[src/rtl/block_copier.sv]
module block_copier #(
  parameter int AW = 24,
  parameter int CW = 16,
  parameter int DW = 8,
  parameter int SETUP_CYC = 8
) (
  input  logic          clk,
  input  logic          rst_n,
  input  logic          start,
  input  logic          wide,
  input  logic [AW-1:0] src_in,
  input  logic [AW-1:0] dst_in,
  input  logic [CW-1:0] cnt_in,
  output logic          busy,
  output logic          done,
  output logic [AW-1:0] src_q,
  output logic [AW-1:0] dst_q,
  output logic [CW-1:0] cnt_q,
  output logic          mem_req,
  output logic          mem_we,
  output logic [AW-1:0] mem_addr,
  output logic [DW-1:0] mem_wdata,
  input  logic [DW-1:0] mem_rdata
);
  localparam int SW = $clog2(SETUP_CYC);

  typedef enum logic [2:0] {S_IDLE, S_SETUP, S_RD1, S_RD2, S_WR1, S_WR2, S_FIN} st_t;

  st_t           st;
  logic [SW-1:0] tmr;
  logic          wide_q;
  logic [DW-1:0] hold;

  wire [CW-1:0] cnt_dec  = wide_q ? cnt_q - 1'b1 : {cnt_q[CW-1:8], cnt_q[7:0] - 8'd1};
  wire          sel_zero = wide_q ? (cnt_q == '0) : (cnt_q[7:0] == 8'd0);
  wire          dec_zero = wide_q ? (cnt_q == CW'(1)) : (cnt_q[7:0] == 8'd1);

  always_ff @(posedge clk or negedge rst_n) begin
    if (!rst_n) begin
      st     <= S_IDLE;
      tmr    <= '0;
      wide_q <= 1'b0;
      hold   <= '0;
      src_q  <= '0;
      dst_q  <= '0;
      cnt_q  <= '0;
    end else begin
      case (st)
        S_IDLE: if (start) begin
          src_q  <= src_in;
          dst_q  <= dst_in;
          cnt_q  <= cnt_in;
          wide_q <= wide;
          tmr    <= '0;
          st     <= S_SETUP;
        end
        S_SETUP: begin
          if (tmr == SW'(SETUP_CYC - 2)) st <= sel_zero ? S_FIN : S_RD1;
          else tmr <= tmr + 1'b1;
        end
        S_RD1: st <= S_RD2;
        S_RD2: begin
          hold <= mem_rdata;
          st   <= S_WR1;
        end
        S_WR1: st <= S_WR2;
        S_WR2: begin
          src_q <= src_q + 1'b1;
          dst_q <= dst_q + 1'b1;
          cnt_q <= cnt_dec;
          st    <= dec_zero ? S_FIN : S_RD1;
        end
        S_FIN:   st <= S_IDLE;
        default: st <= S_IDLE;
      endcase
    end
  end

  assign busy      = (st != S_IDLE);
  assign done      = (st == S_FIN);
  assign mem_req   = (st == S_RD1) || (st == S_RD2) || (st == S_WR1) || (st == S_WR2);
  assign mem_we    = (st == S_WR1) || (st == S_WR2);
  assign mem_addr  = mem_we ? dst_q : src_q;
  assign mem_wdata = hold;


  busy_hold_chk: assert property (@(posedge clk) disable iff (!rst_n)
    (busy && !done) |=> busy);

  done_pulse_chk: assert property (@(posedge clk) disable iff (!rst_n)
    done |=> (!done && !busy));

  done_cnt_zero_chk: assert property (@(posedge clk) disable iff (!rst_n)
    done |-> (wide_q ? (cnt_q == '0) : (cnt_q[7:0] == 8'd0)));

  upper_keep_chk: assert property (@(posedge clk) disable iff (!rst_n)
    (busy && !wide_q) |=> $stable(cnt_q[CW-1:8]));

  wdata_match_chk: assert property (@(posedge clk) disable iff (!rst_n)
    (st == S_WR1) |-> (mem_wdata == $past(mem_rdata)));

  ptr_step_chk: assert property (@(posedge clk) disable iff (!rst_n)
    ($past(st) == S_WR2) |-> (src_q == $past(src_q) + 1'b1 && dst_q == $past(dst_q) + 1'b1));

  zero_noreq_chk: assert property (@(posedge clk) disable iff (!rst_n)
    (st == S_SETUP && sel_zero) |-> !mem_req);
endmodule

[config.mk]
export PLATFORM = sky130hd
export DESIGN_NAME = block_copier
export DESIGN_NICKNAME = d
export VERILOG_FILES = /design/src/rtl/block_copier.sv
export SDC_FILE = /design/constraint.sdc
export NUM_CORES = 1
export LEC_CHECK = 0
export ABC_AREA = 0
export CAP_MARGIN = 15
export CORE_MARGIN = 4
export CORE_UTILIZATION = 40
export CTS_CLUSTER_DIAMETER = 40
export CTS_CLUSTER_SIZE = 40
export DETAILED_ROUTE_END_ITERATION = 12
export GPL_ROUTABILITY_DRIVEN = 0
export HOLD_SLACK_MARGIN = 0.06
export PLACE_DENSITY_LB_ADDON = 0.12
export SYNTH_ARGS = -nofsm -noshare
export SYNTH_HDL_FRONTEND = slang
export SYNTH_SLANG_ARGS = --single-unit
[constraint.sdc]
create_clock -name clk -period 3 [get_ports clk]
set_input_delay 0.6 -clock clk [delete_from_list [all_inputs] [get_ports clk]]
set_output_delay 0.6 -clock clk [all_outputs]
set_load 0.005 [all_outputs]
### Word level (Yosys, flattened, before mapping)

Index checks and enable logic that the tools add are counted.

* input bits: 76
* output and inout bits: 100
* logic and storage cells: 59
* register bits after elaboration: 79

* add/subtract/negate cells: 5
* mux-type cells: 18
* equal/unequal tests: 13
* reduce and logical (&&, ||, !) cells: 15

Operators with widths (number)
* 24-bit one-hot mux with 2 select lines: 2
* 24-bit 2-to-1 mux: 3
* 24-bit by 1-bit adder with 24-bit output, second input constant: 2
* 16-bit 2-to-1 mux: 2
* 16-bit one-hot mux with 2 select lines: 1
* 3-bit 2-to-1 mux: 6
* 3-bit one-hot mux with 6 select lines: 1
* 16-bit by 1-bit equality test with 1-bit output, second input constant: 1
* 16-bit logical NOT: 1
* 16-bit by 1-bit subtractor with 16-bit output, second input constant: 1
* 3-bit equality test, second input constant: 4
* 8-bit by 1-bit equality test with 1-bit output, second input constant: 1
* 8-bit logical NOT: 1
* 2-bit inequality test, second input constant: 4
* 8-bit by 1-bit subtractor with 8-bit output, second input constant: 1
* 3-bit by 2-bit equality test with 1-bit output, second input constant: 2
* 3-bit one-hot mux with 2 select lines: 1
* 2-bit AND reduction: 3
* 3-bit AND reduction: 2
* 1-bit logical OR: 4
* 2-bit nonzero test: 2
* 3-bit by 1-bit adder with 3-bit output, second input constant: 1
* 3-bit by 1-bit equality test with 1-bit output, second input constant: 1
* 3-bit logical NOT: 1
* other kinds (2): 3

### Longest topological paths before layout

Gate-level depths: netlist of run 1.

* word-level depth: 5
* mapped depth: 9

### Worst setup path after synthesis of run 1

Ideal clock, no wire load.

* path kind: register to register
* from: reg cnt_q[10]
* to: reg cnt_q[15]
* path slack: 1.020 ns
* library setup time: 0.129 ns
* clock period less this slack: 1.980 ns
* arrival time: 1.851 ns
* required time: 2.871 ns
* cell stages (with the launch flop): 6
* cell sequence: dfrtp_1 > or4_4 > or3_4 > or3_4 > nand3_2 > o211ai_2

* word-level cells in the longest chain between the ends: 3

RTL lines
* start, declared: line 18 `output logic [CW-1:0] cnt_q,`
* start signal, assigned: line 52 `cnt_q <= cnt_in;`
* start signal, assigned: line 70 `cnt_q <= cnt_dec;`
* 16-bit by 1-bit subtractor with 16-bit output: line 34 `wire [CW-1:0] cnt_dec = wide_q ? cnt_q - 1'b1 : {cnt_q[CW-1:8], cnt_q[7:0] - 8'd1};`
* 16-bit 2-to-1 mux: line 34
* 16-bit one-hot mux with 2 select lines: line 48 `case (st)`

Every way passes these cells. The select of a mux whose other input is x is not followed.
A chain may end at the register's enable or synchronous reset.

### Worst setup path in the final report of run 1

* from: reg st[2]
* to: out mem_addr[23]

* word-level cells in the longest chain between the ends: 3
* elaborated cells between the ends (all ways): 4
* those cells by class: eq/ne: 2; mux: 1; reduce/logical: 1

RTL lines
* start, declared: line 29 `st_t st;`
* start signal, assigned: line 58 `if (tmr == SW'(SETUP_CYC - 2)) st <= sel_zero ? S_FIN : S_RD1;`
* start signal, assigned: line 71 `st <= dec_zero ? S_FIN : S_RD1;`
* 3-bit equality test: line 82 `assign mem_we = (st == S_WR1) || (st == S_WR2);`
* 1-bit logical OR *: line 82
* 24-bit 2-to-1 mux *: line 83 `assign mem_addr = mem_we ? dst_q : src_q;`
* end, declared: line 21 `output logic [AW-1:0] mem_addr,`

Mark *: on every way between the ends. The rest lies on a longest branch, timed or not.

==> metrics.log, run 1 <==
[metrics] number of distinct library cells after synthesis: 52
[metrics] Post-Syn Area per Cell: 8.379 um2
[metrics] worst-case vdd ir drop: 357.9 uV
[metrics] EDFF count, synth: 0
[metrics] total congestion overflow after global routing: 0
[metrics] cell leakage power: 2.826 nW
[metrics] fill count: between 900 and 1k
[metrics] library cell with the largest summed area after synthesis: sky130_fd_sc_hd__dfrtp_1
[metrics] maximum fanout along the worst path: 26
[metrics] post-detailed-routing wire length: between 15000 and 20000 um
[metrics] total area of multi-input combinational cells: approximately 0.0024 mm2
[metrics] library cell with the highest instance count after synthesis: sky130_fd_sc_hd__nand2_1
[metrics] total power divided by cell area: between 300 and 400 mW/mm2
[metrics] highest achievable clock rate: 374.6 MHz
[metrics] clk sinks: 79
[metrics] path class of the lowest-slack min-delay path: input pin to async pin
[metrics] total track usage: between 20 and 25%
[metrics] starting density of the core: 41.50%
[metrics] Ports: approximately 180
[metrics] total core area: about 0.011 mm2
[metrics] fraction of the cycle the final worst path needs: 88.97%
[metrics] cell count of the worst reg-to-reg path: 7
[metrics] row count: 38
[metrics] top cells by area in the synthesized netlist: sky130_fd_sc_hd__dfrtp_1 43%, sky130_fd_sc_hd__nand2_1 11%, sky130_fd_sc_hd__nor2_1 3.8%, sky130_fd_sc_hd__nand3_1 3.0%, sky130_fd_sc_hd__nor3_1 2.4%
[metrics] syn_nets: 626
[metrics] Die W: between 100 and 150 um
[metrics] sequential cell area in the final layout: 0.001977 mm2
[metrics] vias in the first global route: slightly below 5k
[metrics] min Tclk post-route: approximately 2.7 ns
[metrics] detailed-route DRC error count: 0
[metrics] Total Power Consumption: between 0.002 and 0.0025 W
[metrics] warnings from Yosys: 0
[metrics] Max Root-Sink Buffers: 2
[metrics] synthesized netlist cell count: roughly 540
[metrics] global-route wire length before repair: between 20000 and 25000 um
[metrics] type of origin of the critical path: register
[metrics] dominant synthesized flop cell: sky130_fd_sc_hd__dfrtp_1
[metrics] CTS clk-pin slew, worst paths: approximately 0.06 ns
[metrics] summed negative setup slack over all endpoints: 0 ns
[metrics] final max-slew violation count: 0
[metrics] overall via count from detail_route: ~4.9k
[metrics] Clk Latency, worst-skew pair: roughly 0.33 ns
[metrics] slack of the worst reg-to-reg path: 0.64 ns
[metrics] Post-DP HPWL: about 11000 um
[metrics] beginning of the worst register-to-register path: st[2]
[metrics] clock skew after layout: 0.005016 ns
[metrics] hold violation count in the final report: 0
[metrics] share of layout cells above drive strength 1: roughly 7.3%
[metrics] CTS tree: built
[metrics] Seq cells post-synth: just under 80
[metrics] antenna-violating nets left: 0
[metrics] status: finished clean
[metrics] remaining max-slew budget at the tightest pin: a little under a third
[metrics] CP Class: register to primary output
[metrics] Die Y: around 110 um
[metrics] synthesized area: 0.004558 mm2
[metrics] Data required, critical path: 2.40 ns
[metrics] portion of the post-synthesis area used by sequential elements: approximately 43%
[metrics] actual transition at the worst max-transition pin: roughly 1.0 ns
[metrics] unrepaired setup endpoints after global routing: no
[metrics] Finish-stage setup viols: 0
[metrics] data arrival at the endpoint of the critical path: 2.07 ns
[metrics] # H-tree levels: 3
[metrics] CTS root buf: sky130_fd_sc_hd__clkbuf_16
[metrics] Starting DRT DRC Count: ~320
[metrics] antenna violations before repair: 0
[metrics] net count reported at finish: around 790
[metrics] most used standard cells in the synthesized netlist: 132 x sky130_fd_sc_hd__nand2_1, 79 x sky130_fd_sc_hd__dfrtp_1, 46 x sky130_fd_sc_hd__nor2_1
[metrics] ratio of routed vias to standard cells: 5.729
[metrics] area of the die: approximately 0.013 mm2
[metrics] worst reg2reg endpoint: src_q[21]
[metrics] largest net degree at the start of global routing: 80
[metrics] Post CTS Setup Buffer Count: 0
[metrics] cts repair resizes: 0
[metrics] layout overhead on the synthesized area: 49.11%
[metrics] total clock buffers created by CTS: 9
[metrics] max_cap viols: 0
[metrics] critical path capture point type: primary output
[metrics] average detailed-routed wire length per instance: between 15 and 20 um
[metrics] diode insertion count for antenna repair: 0
[metrics] number of buffers added on ports: ~180
[metrics] area share of the largest cell type after synthesis: between 40 and 50%
[metrics] iteration count of the initial detailed-routing pass: 5
[metrics] fraction of registers with async set or reset after synthesis: 100.0%
[metrics] post-cts hold buffer count: 0
-- worst max-delay path by stage --
stage	startpoint	to	slack, ns	cells after the start
3_3_place_gp	start	cnt_q[3]	0.45	5
6_report	st[2]	mem_addr[23]	0.33	6
3_5_place_dp	start	cnt_q[3]	0.45	5
2_1_floorplan	cnt_q[10]	cnt_q[15]	1.02	5
5_1_grt	st[2]	mem_addr[19]	0.22	6
4_1_cts	st[2]	mem_addr[23]	0.35	6
-- power by group --
group          switching [W]  internal [W]  total, W
combinational      0.0000436     0.0000981  0.000142
clock               0.000446      0.000773   0.00122
sequential        0.00000260       0.00107   0.00107
-- layout by cell type (no fill, tap or decap), drive strengths merged, types with 4 or more instances in the layout --
master	netlist	layout
a32oi	4	4
nand4	15	15
clkdlybuf4s50	0	174
clkbuf	18	11
o311ai	7	7
and3	9	9
a311oi	11	11
nor2b	4	4
inv	7	7
and4	9	9
nor3	22	22
ha	6	6
buf	14	14
mux2i	5	5
mux2	8	8
a22oi	4	4
o211ai	12	12
a21oi	19	19
nor2	46	46
o21ai	22	22
dfrtp	79	79
nor4	6	6
o22ai	8	8
nand3	28	28
nand2	132	132
a211oi	11	11
-- per-layer routing --
metal	part of all wire, %	GRT usage, %
met1	42	30.93
met2	48	37.02
met3	7.7	5.000
met4	2.3	8.216
met5	0	0
-- state kept, by name (all words and copies together), names as in the netlist --
register   flops
tmr            3
cnt_q         16
mem_wdata      8
dst_q         24
src_q         24
st             3
wide_q         1
-- through the flow --
step	cell area [um2]	hold slack (ns)	worst slack [ns]	std cells	utilization, %
finish	6797	0.4217	0.3308	856	61.88
floorplan	4558	0.3044	1.020	544	-
global placement	6464	0.4881	0.4546	840	58.85
CTS	6797	0.4887	0.3477	856	61.88
global route	6797	0.5149	0.2205	856	61.88
detailed placement	6464	0.4963	0.4495	840	58.85
-- critical path, stage by stage (launching register included) --
cell and delay [ns]:
sky130_fd_sc_hd__dfrtp_1 0.33, sky130_fd_sc_hd__buf_4 0.18, sky130_fd_sc_hd__nand2b_1 0.10, sky130_fd_sc_hd__inv_2 0.40, sky130_fd_sc_hd__nand2_1 0.11, sky130_fd_sc_hd__nand2_1 0.11, sky130_fd_sc_hd__clkdlybuf4s50_1 0.52
-- layout make-up --
type                    count  share of cell area (%)
inverters                   7                  0.3866
repair buffers            188                   27.36
clock inverters             5                   1.178
multi-input cells         426                   35.70
flip-flops and latches     79                   29.09
well taps                 140                   2.577
clock buffers              11                   3.719
-- logic make-up after synthesis --
group                      after synthesis  synth area share, %
and+or+nand+nor                        289                30.09
AOI/OAI and AO/OA                      115                17.76
DFF                                     79                43.37
buffers and inverters                   39                3.486
muxes                                   13                3.075
adders and majority gates                6                1.647
xor gates and xnor gates                 3               0.5766
Power figures use the tool's default switching activity.
==> run 2, diff against run 1 <==
--- a/config.mk
+++ b/config.mk
@@ -6,9 +6,9 @@
 export NUM_CORES = 1
 export LEC_CHECK = 0
 export ABC_AREA = 0
-export CAP_MARGIN = 15
+export CAP_MARGIN = 20
 export CORE_MARGIN = 4
-export CORE_UTILIZATION = 40
+export CORE_UTILIZATION = 48
 export CTS_CLUSTER_DIAMETER = 40
 export CTS_CLUSTER_SIZE = 40
 export DETAILED_ROUTE_END_ITERATION = 12
==> run 2 against run 1 <==
Compared with the run above: register-to-register slack improved by 0.06 ns; final cell count decreased by 1.2%; sequential share of layout area increased by 0.56 points; die area decreased by 16%; critical path depth decreased by 1; maximum frequency decreased by 2.3%; routed wire length decreased by 2.7%; critical path type unchanged; clock skew increased by 0.0082 ns; largest power group is now sequential cells.
==> metrics.log, run 2 (synthesis gave the netlist of run 1 again) <==
[metrics] # H-tree levels: 3
[metrics] fraction of the cycle the final worst path needs: roughly nine tenths
[metrics] CP Class: register to primary output
[metrics] status: finished clean
[metrics] actual transition at the worst max-transition pin: between 0.7 and 0.8 ns
[metrics] maximum fanout along the worst path: 26
[metrics] largest net degree at the start of global routing: 80
[metrics] antenna-violating nets left: 0
[metrics] overall via count from detail_route: roughly 5.0k
[metrics] CTS clk-pin slew, worst paths: ~0.09 ns
[metrics] remaining max-slew budget at the tightest pin: approximately 48%
[metrics] fill count: between 700 and 800
[metrics] biggest registers after layout: dst_q x24, src_q x24, cnt_q x16
[metrics] Post-DP HPWL: between 10000 and 15000 um
[metrics] layout overhead on the synthesized area: 46.28%
[metrics] min Tclk post-route: between 2 and 3 ns
[metrics] post-detailed-routing wire length: approximately 15000 um
[metrics] Clk Latency, worst-skew pair: ~0.35 ns
[metrics] path class of the lowest-slack min-delay path: input pin to async pin
[metrics] clock skew after layout: roughly 0.013 ns
[metrics] vias in the first global route: about 4.8k
[metrics] share of layout cells above drive strength 1: under 10%
[metrics] launching instance or port of the critical path: st[2]
[metrics] leading cell types in the layout, fill and taps excluded: 174 x sky130_fd_sc_hd__clkdlybuf4s50_1, 131 x sky130_fd_sc_hd__nand2_1, 79 x sky130_fd_sc_hd__dfrtp_1, 46 x sky130_fd_sc_hd__nor2_1, 27 x sky130_fd_sc_hd__nand3_1
[metrics] Data required, critical path: approximately 2.4 ns
[metrics] diode insertion count for antenna repair: 0
[metrics] total core area: between 0.009 and 0.01 mm2
[metrics] Ports: around 180
[metrics] Die W: 105.4 um
[metrics] commonest non-fill, non-tap cell in the layout: sky130_fd_sc_hd__clkdlybuf4s50_1
[metrics] global-route wire length before repair: 24010 um
[metrics] area of the die: between 0.01 and 0.015 mm2
[metrics] unrepaired setup endpoints after global routing: no
[metrics] final max-slew violation count: 0
[metrics] Total Power Consumption: ~0.0020 W
[metrics] iteration count of the initial detailed-routing pass: 5
[metrics] antenna violations before repair: 0
[metrics] summed negative setup slack over all endpoints: 0 ns
[metrics] total clock buffers created by CTS: 9
[metrics] data arrival at the endpoint of the critical path: between 2 and 2.5 ns
[metrics] starting density of the core: between 40 and 50%
[metrics] average detailed-routed wire length per instance: 17.47 um
[metrics] worst-case vdd ir drop: 239.7 uV
[metrics] hold violation count in the final report: 0
[metrics] Post CTS Setup Buffer Count: 0
[metrics] beginning of the worst register-to-register path: st[2]
[metrics] row count: 35
[metrics] Non-Filler Cell Area, Final: roughly 0.0067 mm2
[metrics] net count reported at finish: ~800
[metrics] highest achievable clock rate: approximately 370 MHz
[metrics] type of origin of the critical path: register
[metrics] Die Y: between 100 and 150 um
[metrics] Starting DRT DRC Count: about 330
[metrics] Finish-stage setup viols: 0
[metrics] Max Root-Sink Buffers: 2
[metrics] total track usage: 26.30%
[metrics] Post-DP Area: 0.006450 mm2
[metrics] critical path capture point type: primary output
[metrics] ratio of routed vias to standard cells: 5.903
[metrics] max_cap viols: 0
[metrics] Final WS setup: 0.2691 ns
[metrics] CTS tree: built
[metrics] cts repair resizes: 0
[metrics] setup slack at placement: 0.6190 ns
[metrics] cell leakage power: around 2.8 nW
[metrics] CTS root buf: sky130_fd_sc_hd__clkbuf_8
[metrics] total congestion overflow after global routing: 0
[metrics] clk sinks: roughly 80
[metrics] total power divided by cell area: between 300 and 400 mW/mm2
[metrics] number of buffers added on ports: about 180
[metrics] detailed-route DRC error count: 0
[metrics] post-cts hold buffer count: 0
run 2: layout make-up:
class	count	area [um2]	area share (%)
Clock inverter	5	58.81	0.8820
Inverter	7	26.28	0.3941
Sequential cell	79	1977	29.65
Multi-Input combinational cell	426	2426	36.39
Tap cell	129	161.4	2.421
Clock buffer	11	131.4	1.970
Timing Repair Buffer	189	1887	28.30
run 2: through the flow:
stage | std cells | hold slack, ns | util [%]
finish | 846 | 0.06617 | 72.16
global route | 846 | 0.07329 | 72.16
CTS | 845 | 0.4681 | 71.86
detailed placement | 829 | 0.4971 | 69.80
global placement | 829 | 0.4888 | 69.80
floorplan | 544 | 0.3044 | -
run 2: critical path: stages, from the launching register on:
cell and delay, ns:
sky130_fd_sc_hd__dfrtp_1 0.55, sky130_fd_sc_hd__nand2b_1 0.16, sky130_fd_sc_hd__inv_2 0.38, sky130_fd_sc_hd__nand2_1 0.12, sky130_fd_sc_hd__nand2_1 0.08, sky130_fd_sc_hd__clkdlybuf4s50_1 0.49
run 2: per-layer routing:
metal	global-route usage, %	vias to the layer above	part of all wire [%]	wire (um)
li1	-	2338	-	-
met1	34.89	2427	41	6033
met2	44.40	205	51	7480
met3	4.348	24	6.5	966
met4	7.498	0	2.0	302
met5	0	-	0	0
run 2: worst paths after layout:
kind,to,slack (ns),depth (start not counted)
worst max-delay path,mem_addr[18],0.27,5
worst min-delay path,dst_q[7],0.07,1
worst max register to register,cnt_q[7],0.70,7
worst min register to register,mem_wdata[3],0.51,1
max in group asynchronous,src_q[23],2.33,2
min in group clk,mem_wdata[3],0.51,1
run 2: where the power goes:
part / leakage [nW] / switching (W) / total, W / internal [W]
Clock: 0.0895 / 0.000406 / 0.000792 / 0.000386
Sequential: 0.930 / 0.00000264 / 0.00107 / 0.00107
Combinational: 1.75 / 0.0000436 / 0.000145 / 0.000102
==> run 3, diff against run 2 <==
--- a/config.mk
+++ b/config.mk
@@ -6,7 +6,7 @@
 export NUM_CORES = 1
 export LEC_CHECK = 0
 export ABC_AREA = 0
-export CAP_MARGIN = 20
+export CAP_MARGIN = 30
 export CORE_MARGIN = 4
 export CORE_UTILIZATION = 48
 export CTS_CLUSTER_DIAMETER = 40
@@ -14,7 +14,8 @@
 export DETAILED_ROUTE_END_ITERATION = 12
 export GPL_ROUTABILITY_DRIVEN = 0
 export HOLD_SLACK_MARGIN = 0.06
-export PLACE_DENSITY_LB_ADDON = 0.12
+export PLACE_DENSITY = 0.84
+export SETUP_SLACK_MARGIN = 0.3
 export SYNTH_ARGS = -nofsm -noshare
 export SYNTH_HDL_FRONTEND = slang
 export SYNTH_SLANG_ARGS = --single-unit
==> run 3 against run 2 <==
Compared with the run above: sequential share of layout area decreased by 0.19 points; sequential power about the same; hold slack improved by 0.16 ns; first-iteration DRC count decreased by 2.4%; global-route usage about the same; routed wire length increased by 0.70%; critical path depth decreased by 1; utilization increased by 0.51 points; via count about the same; largest power group unchanged; highest routed layer unchanged.
==> metrics.log, run 3 (synthesis gave the netlist of run 1 again) <==
[metrics] P_sw: approximately 0.00043 W
[metrics] largest net degree at the start of global routing: 42
[metrics] Finish-stage setup viols: 0
[metrics] clock group share of total power: around 43%
[metrics] remaining max-slew budget at the tightest pin: about half
[metrics] cell count of the worst reg-to-reg path: 5
[metrics] area of the die: around 0.011 mm2
[metrics] iteration count of the initial detailed-routing pass: 6
[metrics] antenna violations before repair: 0
[metrics] sw frac: between 20% and 30%
[metrics] Ports: roughly 180
[metrics] min Tclk post-route: 2.580 ns
[metrics] total core area: about 0.009 mm2
[metrics] post-cts hold buffer count: 0
[metrics] Starting DRT DRC Count: 324
[metrics] starting density of the core: approximately 50%
[metrics] vias in the first global route: 4742
[metrics] post-detailed-routing wire length: between 10000 and 15000 um
[metrics] diode insertion count for antenna repair: 0
[metrics] number of standard cells in the layout, taps in and fillers out: 845
[metrics] Post CTS Setup Buffer Count: 0
[metrics] commonest non-fill, non-tap cell in the layout: sky130_fd_sc_hd__clkdlybuf4s50_1
[metrics] overall via count from detail_route: 4991
[metrics] summed negative setup slack over all endpoints: 0 ns
[metrics] data arrival at the endpoint of the critical path: between 1.5 and 2 ns
[metrics] unrepaired setup endpoints after global routing: no
[metrics] hold violation count in the final report: 0
[metrics] detailed-route DRC error count: 0
[metrics] total power divided by cell area: 320.7 mW/mm2
[metrics] max_cap viols: 0
[metrics] cell with the largest stage delay on the worst path: sky130_fd_sc_hd__clkdlybuf4s50_1
[metrics] critical path capture point type: primary output
[metrics] total clock buffers created by CTS: 9
[metrics] final core occ: between 70% and 80%
[metrics] logic gate share of total power: 6.8%
[metrics] number of placed instances with taps included: 830
[metrics] Non-Filler Cell Area, Final: 0.006715 mm2
[metrics] chain of cells forming the critical path: nand2b_4 > buf_8 > o21ai_0 > clkdlybuf4s50_1
[metrics] global-route wire length before repair: ~24000 um
[metrics] actual transition at the worst max-transition pin: between 0.7 and 0.8 ns
[metrics] Data required, critical path: about 2.4 ns
[metrics] # H-tree levels: 3
[metrics] Die Y: around 110 um
[metrics] average detailed-routed wire length per instance: approximately 18 um
[metrics] total track usage: about a quarter
[metrics] CP max stage delay: between 0.5 and 0.6 ns
[metrics] Post-DP HPWL: around 11000 um
[metrics] clk sinks: around 80
[metrics] Die W: about 110 um
[metrics] biggest registers after layout: dst_q x24, src_q x24, cnt_q x16
[metrics] fill count: 728
[metrics] share of layout cells above drive strength 1: about 7.3%
[metrics] number of buffers added on ports: roughly 180
[metrics] fraction of the cycle the final worst path needs: between 80% and 90%
[metrics] worst-case vdd ir drop: 213.8 uV
[metrics] Clk Latency, worst-skew pair: about 0.35 ns
[metrics] part of the total power dissipated in sequential elements: between 40% and 50%
[metrics] status: finished clean
[metrics] maximum fanout along the worst path: 25
[metrics] row count: 35
[metrics] Post-DP Area: ~0.0065 mm2
[metrics] final max-slew violation count: 0
[metrics] total congestion overflow after global routing: 0
[metrics] CP Class: register to primary output
[metrics] internal portion of total power: around 0.0017 W
[metrics] leading cell types in the layout, fill and taps excluded: 174 x sky130_fd_sc_hd__clkdlybuf4s50_1, 131 x sky130_fd_sc_hd__nand2_1, 78 x sky130_fd_sc_hd__dfrtp_1, 46 x sky130_fd_sc_hd__nor2_1, 27 x sky130_fd_sc_hd__nand3_1
[metrics] antenna-violating nets left: 0
[metrics] setup slack at placement: roughly 0.57 ns
[metrics] layout overhead on the synthesized area: 47.32%
[metrics] CTS root buf: sky130_fd_sc_hd__clkbuf_8
[metrics] net count reported at finish: 794
[metrics] Final WS setup: about 0.42 ns
[metrics] cell leakage power: roughly 2.8 nW
[metrics] path class of the lowest-slack min-delay path: input pin to async pin
[metrics] type of origin of the critical path: register
[metrics] highest achievable clock rate: a little under 400 MHz
[metrics] ratio of routed vias to standard cells: approximately 6
[metrics] clock skew after layout: ~0.013 ns
[metrics] Max Root-Sink Buffers: 2
[metrics] CTS clk-pin slew, worst paths: roughly 0.080 ns
[metrics] CTS tree: built
## run 3: cell count changes in the layout (fill, tap and decap cells not counted), sizes merged
cell and delta:
bufinv +2, clkinv -1, clkinvlp -2
## run 3: power by group through the flow
stage | clock network (W) | registers [W] | logic, W
final | 0.000935 | 0.00107 | 0.000146
after global routing | 0.000982 | 0.00107 | 0.000156
after CTS | 0.000940 | 0.00107 | 0.000148
after detailed placement | 0 | 0.00109 | 0.000147
after global placement | 0 | 0.00109 | 0.000142
after floorplan | 0 | 0.00109 | 0.00000560
## run 3: metrics by stage
stage / hold slack [ns] / total power, W
floorplan: 0.3044 / 0.001099
global placement: 0.4869 / 0.001235
detailed placement: 0.4978 / 0.001240
CTS: 0.2386 / 0.002161
global route: 0.2710 / 0.002212
finish: 0.2260 / 0.002153
## run 3: path summary, 6_finish.rpt
check / start / end / slack (ns)
worst min register to register: mem_wdata[3] / mem_wdata[3] / 0.51
max in group asynchronous: rst_n / st[2] / 2.14
worst min-delay path: rst_n / dst_q[18] / 0.23
worst max register to register: cnt_q[2] / cnt_q[15] / 0.72
worst max-delay path: st[2] / mem_addr[22] / 0.42
min in group clk: mem_wdata[3] / mem_wdata[3] / 0.51
## run 3: critical path, delay by kind of cell, from the launching register on
kind,cells,cell delay [ns]
AO/OA/AOI/OAI,1,0.29
flip-flops,1,0.50
AND/OR/NAND/NOR,1,0.10
buffers and inverters,2,0.75
## run 3: area by class of cell
cell class                      count  area [um2]  share of cell area [%]
Multi-Input combinational cell    426        2434                   36.24
Sequential cell                    79        1978                   29.46
Clock buffer                       11       131.4                   1.956
Inverter                            7       28.78                  0.4285
Timing Repair Buffer              189        1887                   28.10
Clock inverter                      4       95.09                   1.416
Tap cell                          129       161.4                   2.404
## run 3: routing by layer
layer,vias to the layer above,routed length [um],share of wire (%),track usage [%]
met5,-,0,0,0
met4,0,364,2.4,10.78
met3,33,1328,8.9,5.205
met2,271,7170,48,42.53
met1,2362,6022,40,34.54
li1,2325,-,-,-
## run 3: what timing repair did
action                                  in CTS  in global routing
cloned                                       0                  0
pin swaps                                    0                  0
gates resized for setup                      0                  6
endpoints found under the setup margin       6                 26
